`src/rtl/lem_pkg.sv`:
```
package lem_pkg;
  localparam int NUM_CLASSES = 4;

  // Class index is also the status bit, the interrupt-enable bit and
  // (plus 4) the resync-enable bit in the control register.
  typedef enum logic [1:0] {
    CLS_LINK  = 2'd0,
    CLS_THR   = 2'd1,
    CLS_RECOV = 2'd2,
    CLS_CELL  = 2'd3
  } err_class_e;

  localparam int ADDR_STATUS  = 0;
  localparam int ADDR_CONTROL = 1;
  localparam int ADDR_FIRST_ERR = 2;
  localparam logic [1:0] CELL_MARK = 2'b11;
endpackage

```
`src/rtl/lem_event_decode.sv`:
```
module lem_event_decode
  import lem_pkg::*;
#(
  parameter int N      = 16,
  parameter int THRESH = 8
) (
  input  logic                         clk,
  input  logic                         rst_n,
  input  logic                         cell_mode,
  input  logic [N-1:0]                 idle_pat_err,
  input  logic [N-1:0]                 recov_range_err,
  input  logic [N-1:0]                 cell_last_idle,
  input  logic [2*N-1:0]               cell_last_ovh,
  input  logic [N-1:0]                 link_reinit,
  output logic [NUM_CLASSES-1:0][N-1:0] evt
);
  localparam int CW = (THRESH > 2) ? $clog2(THRESH) : 1;
  localparam logic [CW-1:0] LAST = CW'(THRESH - 1);

  logic [N-1:0] thr_hit;
  logic [N-1:0] cell_bad;

  for (genvar i = 0; i < N; i++) begin : g_chan
    logic [CW-1:0] cnt_q;
    logic [CW-1:0] cnt_d;

    assign thr_hit[i]  = idle_pat_err[i] && (cnt_q == LAST);
    assign cell_bad[i] = cell_mode && cell_last_idle[i] &&
                         (cell_last_ovh[2*i +: 2] != CELL_MARK);

    always_comb begin
      cnt_d = cnt_q;
      if (link_reinit[i]) begin
        cnt_d = idle_pat_err[i] ? CW'(1) : '0;
      end else if (idle_pat_err[i]) begin
        cnt_d = (cnt_q == LAST) ? '0 : cnt_q + CW'(1);
      end
    end

    always_ff @(posedge clk or negedge rst_n) begin
      if (!rst_n) begin
        cnt_q <= '0;
      end else if (idle_pat_err[i] || link_reinit[i]) begin
        cnt_q <= cnt_d;
      end
    end
  end

  always_comb begin
    evt            = '0;
    evt[CLS_LINK]  = idle_pat_err;
    evt[CLS_THR]   = thr_hit;
    evt[CLS_RECOV] = recov_range_err;
    evt[CLS_CELL]  = cell_bad;
  end
endmodule

```
`src/rtl/lem_sticky_bank.sv`:
```
module lem_sticky_bank
  import lem_pkg::*;
#(
  parameter int N = 16
) (
  input  logic                          clk,
  input  logic                          rst_n,
  input  logic [NUM_CLASSES-1:0][N-1:0] set_evt,
  input  logic [NUM_CLASSES-1:0][N-1:0] rd_clr,
  input  logic [N-1:0]                  chan_clr,
  output logic [NUM_CLASSES-1:0][N-1:0] flags_q
);
  for (genvar c = 0; c < NUM_CLASSES; c++) begin : g_cls
    logic [N-1:0] flags_d;
    logic         upd;

    // New events take priority over both clear sources.
    always_comb begin
      flags_d = (flags_q[c] & ~rd_clr[c] & ~chan_clr) | set_evt[c];
      upd     = |{set_evt[c], rd_clr[c], chan_clr};
    end

    always_ff @(posedge clk or negedge rst_n) begin
      if (!rst_n) begin
        flags_q[c] <= '0;
      end else if (upd) begin
        flags_q[c] <= flags_d;
      end
    end
  end
endmodule

```
`src/rtl/lem_regport.sv`:
```
module lem_regport
  import lem_pkg::*;
#(
  parameter int N      = 16,
  parameter int ADDR_W = 4
) (
  input  logic                          clk,
  input  logic                          rst_n,
  input  logic [ADDR_W-1:0]             reg_addr,
  input  logic                          reg_wr,
  input  logic                          reg_rd,
  input  logic [7:0]                    reg_wdata,
  input  logic [NUM_CLASSES-1:0][N-1:0] flags_q,
  output logic [7:0]                    reg_rdata,
  output logic [7:0]                    ctrl_q,
  output logic [NUM_CLASSES-1:0][N-1:0] rd_clr
);
  localparam int BYTES = N / 8;

  logic [7:0] status;
  logic [7:0] rd_val;
  logic [7:0] rdata_q;
  logic       ctrl_we;

  always_comb begin
    status = '0;
    for (int c = 0; c < NUM_CLASSES; c++) begin
      status[c] = |flags_q[c];
    end
  end

  // Error registers are laid out cell, recovery, threshold, link.
  always_comb begin
    rd_val = '0;
    rd_clr = '0;
    if (reg_addr == ADDR_W'(ADDR_STATUS)) rd_val = status;
    if (reg_addr == ADDR_W'(ADDR_CONTROL)) rd_val = ctrl_q;
    for (int c = 0; c < NUM_CLASSES; c++) begin
      for (int b = 0; b < BYTES; b++) begin
        if (reg_addr == ADDR_W'(ADDR_FIRST_ERR + (NUM_CLASSES - 1 - c) * BYTES + b)) begin
          rd_val               = flags_q[c][b*8 +: 8];
          rd_clr[c][b*8 +: 8]  = {8{reg_rd}};
        end
      end
    end
  end

  assign ctrl_we = reg_wr && (reg_addr == ADDR_W'(ADDR_CONTROL));

  always_ff @(posedge clk or negedge rst_n) begin
    if (!rst_n) begin
      ctrl_q <= '0;
    end else if (ctrl_we) begin
      ctrl_q <= reg_wdata;
    end
  end

  always_ff @(posedge clk or negedge rst_n) begin
    if (!rst_n) begin
      rdata_q <= '0;
    end else if (reg_rd) begin
      rdata_q <= rd_val;
    end
  end

  assign reg_rdata = rdata_q;
endmodule

```
`src/rtl/link_err_monitor.sv`:
```
module link_err_monitor
  import lem_pkg::*;
#(
  parameter  int NUM_LINKS = 16,
  parameter  int THRESH    = 8,
  localparam int ADDR_W    = $clog2(ADDR_FIRST_ERR + NUM_CLASSES * (NUM_LINKS / 8))
) (
  input  logic                   clk,
  input  logic                   rst_n,
  input  logic                   cell_mode,
  input  logic                   resync_all,
  input  logic [NUM_LINKS-1:0]   chan_oe,
  input  logic [NUM_LINKS-1:0]   idle_pat_err,
  input  logic [NUM_LINKS-1:0]   recov_range_err,
  input  logic [NUM_LINKS-1:0]   cell_last_idle,
  input  logic [2*NUM_LINKS-1:0] cell_last_ovh,
  input  logic [NUM_LINKS-1:0]   link_reinit,
  input  logic [ADDR_W-1:0]      reg_addr,
  input  logic                   reg_wr,
  input  logic                   reg_rd,
  input  logic [7:0]             reg_wdata,
  output logic [7:0]             reg_rdata,
  output logic                   irq_n,
  output logic [NUM_LINKS-1:0]   resync_req
);
  logic                                  rst_meta_q;
  logic                                  rst_sync_n;
  logic [NUM_CLASSES-1:0][NUM_LINKS-1:0] evt;
  logic [NUM_CLASSES-1:0][NUM_LINKS-1:0] flags_q;
  logic [NUM_CLASSES-1:0][NUM_LINKS-1:0] rd_clr;
  logic [7:0]                            ctrl_q;
  logic [NUM_LINKS-1:0]                  irq_hit;
  logic [NUM_LINKS-1:0]                  rs_hit;

  // Reset asserts at once and is released on the second clock edge.
  always_ff @(posedge clk or negedge rst_n) begin
    if (!rst_n) begin
      rst_meta_q <= 1'b0;
      rst_sync_n <= 1'b0;
    end else begin
      rst_meta_q <= 1'b1;
      rst_sync_n <= rst_meta_q;
    end
  end

  lem_event_decode #(.N(NUM_LINKS), .THRESH(THRESH)) u_decode (
    .clk             (clk),
    .rst_n           (rst_sync_n),
    .cell_mode       (cell_mode),
    .idle_pat_err    (idle_pat_err),
    .recov_range_err (recov_range_err),
    .cell_last_idle  (cell_last_idle),
    .cell_last_ovh   (cell_last_ovh),
    .link_reinit     (link_reinit),
    .evt             (evt)
  );

  lem_sticky_bank #(.N(NUM_LINKS)) u_bank (
    .clk      (clk),
    .rst_n    (rst_sync_n),
    .set_evt  (evt),
    .rd_clr   (rd_clr),
    .chan_clr (link_reinit),
    .flags_q  (flags_q)
  );

  lem_regport #(.N(NUM_LINKS), .ADDR_W(ADDR_W)) u_regs (
    .clk       (clk),
    .rst_n     (rst_sync_n),
    .reg_addr  (reg_addr),
    .reg_wr    (reg_wr),
    .reg_rd    (reg_rd),
    .reg_wdata (reg_wdata),
    .flags_q   (flags_q),
    .reg_rdata (reg_rdata),
    .ctrl_q    (ctrl_q),
    .rd_clr    (rd_clr)
  );

  always_comb begin
    irq_hit = '0;
    rs_hit  = '0;
    for (int c = 0; c < NUM_CLASSES; c++) begin
      irq_hit = irq_hit | (flags_q[c] & chan_oe & {NUM_LINKS{ctrl_q[c]}});
      rs_hit  = rs_hit  | (flags_q[c] & {NUM_LINKS{ctrl_q[4+c] | resync_all}});
    end
  end

  assign irq_n      = ~|irq_hit;
  assign resync_req = rs_hit;
endmodule

```
`config.mk`:
```
export PLATFORM = sky130hd
export DESIGN_NAME = link_err_monitor
export DESIGN_NICKNAME = d
export VERILOG_FILES = /design/src/rtl/lem_pkg.sv /design/src/rtl/lem_event_decode.sv /design/src/rtl/lem_sticky_bank.sv /design/src/rtl/lem_regport.sv /design/src/rtl/link_err_monitor.sv
export SDC_FILE = /design/constraint.sdc
export NUM_CORES = 1
export LEC_CHECK = 0
export BUFFER_PORTS_ARGS = -buffer_cell sky130_fd_sc_hd__buf_2
export CAP_MARGIN = 20
export CORE_MARGIN = 2
export CORE_UTILIZATION = 55
export DETAILED_ROUTE_END_ITERATION = 8
export PLACE_DENSITY = 0.78
export SETUP_SLACK_MARGIN = 0.2
export SKIP_LAST_GASP = 1
export SYNTH_ARGS = -nofsm -noshare
export SYNTH_HDL_FRONTEND = slang
export SYNTH_SLANG_ARGS = --single-unit
```
`constraint.sdc`:
```
create_clock -name clk -period 4.5 [get_ports clk]
set_input_delay 0.9 -clock clk [delete_from_list [all_inputs] [get_ports clk]]
set_output_delay 0.9 -clock clk [all_outputs]
set_load 0.05 [all_outputs]
```
==> results_dict.tcl <==
set metrics [dict create \
    status "finished, final reports clean" \
    r2r_slack_ns 2.57 \
    hold_path.class "in -> async" \
    dr_wl_met3_microns 2050 \
    avgViaCountPerCell 6.51 \
    fin_crit_sh_pct 71.9 \
    drt-total-wl_microns 24500 \
    wl_met2_microns 11500 \
    tritoncts "yes" \
    diodes 0 \
    numClockSinks 130 \
    tns_ns 0 \
    startpoint "u_regs.ctrl_q[2]$_DFFE_PN0P_" \
    initial_core_util_pct 57.0 \
    cts_made_buffers 17 \
    finalHoldViolCount 0 \
    seq_area_frac_synth_pct 44.9 \
    gp_congestion 0.966 \
    crit_fanout 18 \
    grt_pass1_vias 6931 \
    grt_max_degree 129 \
    crit_chain "a22oi_1, nand2_1, a22oi_1, nand4_1, nor2_1, buf_2" \
    cts_buffer_depth 2 \
    worstMarginPinSlew_ns 0.821 \
    vias 6951 \
    synth.ff_latch_count 130 \
    fillers 1037 \
    postPlaceCellArea_sq_um 8050 \
    post_cts_buffers 0 \
    synthMuxAreaShare_pct 6.78 \
    yosys.area_share.simple_pct 17.7 \
    fmax_mhz 309 \
    num_rows 41 \
    grt-ovfl-total 0 \
    routed.top_layer "met4" \
    fin_cells 1067 \
    yosysTopAreaCellShare_pct 44.9 \
    relSlewSlack_pct 45.2 \
    clk-insertion-delay-late_ns 0.43 \
    yosysTopAreaCell "dfrtp_1" \
    fp.dieH_microns 119 \
    cap_violations 0 \
    drive_above_1_share_pct 26.6 \
    synthesis.nets 916 \
    dp_cells 1036 \
    synth_top_family_by_area "compound AO/OA/AOI/OAI gates" \
    critPathBufInv 1 \
    reg2regPathDepth 5 \
    synth_area_leaders "dfrtp_1 45%, a22oi_1 7.5%, ha_1 5.5%" \
    cp_top_family "compound AO/OA/AOI/OAI gates" \
    rr_endpoint "u_regs.reg_rdata[1]$_DFFE_PN0P_" \
    critPathKind "reg -> out" \
    dp_hpwl_microns 17400 \
    leakagePower_nw 4.22 \
    synth-async-reset-ratio_pct 100 \
    yosys_warnings 0 \
    grt_usage_pct 35.3 \
    syn_avg_cell_area_sq_um 9.62 \
    die_w_microns 119 \
    vdd.ir_drop.worst_v 0.000282 \
    fin_crit_ns 3.24 \
    powerDensity_nw_per_um2 412 \
    port_buffers 154 \
    initialDrtViolationCount 825 \
    grt_pass1_wl_microns 38300 \
    dieArea_sq_um 14100 \
    core_region_area_sq_um 12700 \
    crit_path_frequent_cell "a22oi_1" \
    drt_pass1_iterations 6 \
    finalClockSkew_ns 0.0137 \
    cts-hold-fix-buffers 0 \
    synth_most_common_cell "dfrtp_1" \
    antenna_found_initial 0 \
    synth_fa_ha_area_share_pct 5.52 \
    syn_to_final_growth_pct 19.6 \
    r2r-start "u_regs.ctrl_q[1]$_DFFE_PN0P_" \
    setup.worst_path.start_class "register" \
    worst_path_max_delay_cell "dfrtp_1" \
    htree_levels 4 \
    required_ns 3.60 \
    cts-root-buf "clkbuf_16" \
    fin_area_sq_um 8670 \
    clk_pin_slew_ns 0.06 \
    route.detailed.drc 0 \
    synth_compound_area_share_pct 20.9 \
    postCtsResizedCells 0 \
    synth_flop_cell "dfrtp_1" \
    cp.arrival_ns 2.34 \
    timing.final.max_slew_violations 0 \
    syn_area_sq_um 7250 \
    yosysUniqueCellTypes 48 \
    final_nets 1045 \
    synth_common_cells "130 x dfrtp_1, 104 x nand2_1, 72 x a22oi_1" \
    crit_path_end_kind "output pin" \
    netlist_instances 754 \
    synth_edf_count 0 \
    crit_path_max_incr_delay_ns 0.64 \
    ant_nets 0 \
    m1WireLength_microns 10200 \
    rsz0062_at_grt "false" \
    finalSetupViolCount 0 \
    io_pins 155 \
    wl_per_cell_microns 22.9 \
    synth_xor_area_share_pct 0.121 \
]
-- placed cells by master (no fill, tap or decap), types with 2 or more instances in the layout --
| cell | count |
|---|---|
| nand3_2 | 3 |
| o21ai_0 | 30 |
| o221ai_1 | 6 |
| a32o_1 | 16 |
| a2111oi_0 | 2 |
| nor4_1 | 17 |
| a31o_2 | 32 |
| mux2_2 | 9 |
| a22o_1 | 5 |
| nor3b_1 | 2 |
| clkbuf_16 | 17 |
| a221oi_1 | 5 |
| nor2_1 | 64 |
| or2_2 | 4 |
| mux2i_1 | 39 |
| a22oi_1 | 72 |
| nor3_1 | 2 |
| o211ai_1 | 6 |
| a21oi_1 | 15 |
| dfrtp_1 | 129 |
| nor2b_1 | 9 |
| nand2b_1 | 14 |
| nand3_1 | 41 |
| nand3b_1 | 6 |
| clkinvlp_4 | 3 |
| nand4_1 | 5 |
| o21a_1 | 2 |
| clkbuf_8 | 5 |
| buf_2 | 154 |
| nand2_1 | 104 |
| inv_1 | 18 |
| a31oi_1 | 3 |
| o22ai_1 | 2 |
| bufinv_16 | 3 |
| ha_1 | 32 |
-- power by group --
part	leakage, nW	switching [mW]	internal (mW)
registers	1.61	0.171	1.26
clock network	0.297	0.507	0.941
logic	2.31	0.421	0.264
-- cells by family (layout without fill, tap and decap cells) --
logic type,count (synthesis),in the layout
buf+inv,64,205
compound gates,203,203
fa+ha+maj,32,32
xor+xnor,1,1
simple gates,275,275
flops,130,130
mux,48,48
other cells,1,1
-- metal layers --
layer	global-route usage, %	vias up
met4	13.5	0
met5	0	-
met1	47.9	3432
met2	55.4	383
met3	8.09	72
li1	-	3064
-- how the worst max path moves through the flow --
stage / end / slack, ns / cells past startpoint
after global placement: u_bank.flags_q[15]$_DFFE_PN0P_ / 1.41 / 4
after CTS: irq_n / 1.30 / 6
after global routing: irq_n / 1.16 / 6
after detailed placement: u_bank.flags_q[14]$_DFFE_PN0P_ / 1.34 / 4
after floorplan: u_bank.flags_q[0]$_DFFE_PN0P_ / 0.61 / 0
final: irq_n / 1.26 / 6
-- flip-flops by register name, summed over array words and instances, names as in the netlist --
name / flops
u_bank.flags_q: 64
rst_meta_q: 1
u_decode.g_chan.cnt_q: 48
rst_sync_n: 1
u_regs.reg_rdata: 8
u_regs.ctrl_q: 8
-- stage by stage --
step	hold slack [ns]	setup slack [ns]	utilization (%)	total power, mW
4_1_cts	0.239	1.30	68.2	3.57
2_1_floorplan	0.331	0.610	-	1.87
5_1_grt	0.238	1.16	68.2	3.70
6_report	0.250	1.26	68.2	3.57
3_5_place_dp	0.341	1.34	63.2	2.12
3_3_place_gp	0.345	1.41	63.2	2.09
-- cell type report --
class	instances	area (sq um)	share of cell area, %
Timing Repair Buffer	156	798	9.21
Tap cell	172	215	2.48
Sequential cell	130	3260	37.6
Clock inverter	8	126	1.46
Multi-Input combinational cell	560	3710	42.8
Clock buffer	23	498	5.74
Inverter	18	67.6	0.779
Power figures use the tool's default switching activity.
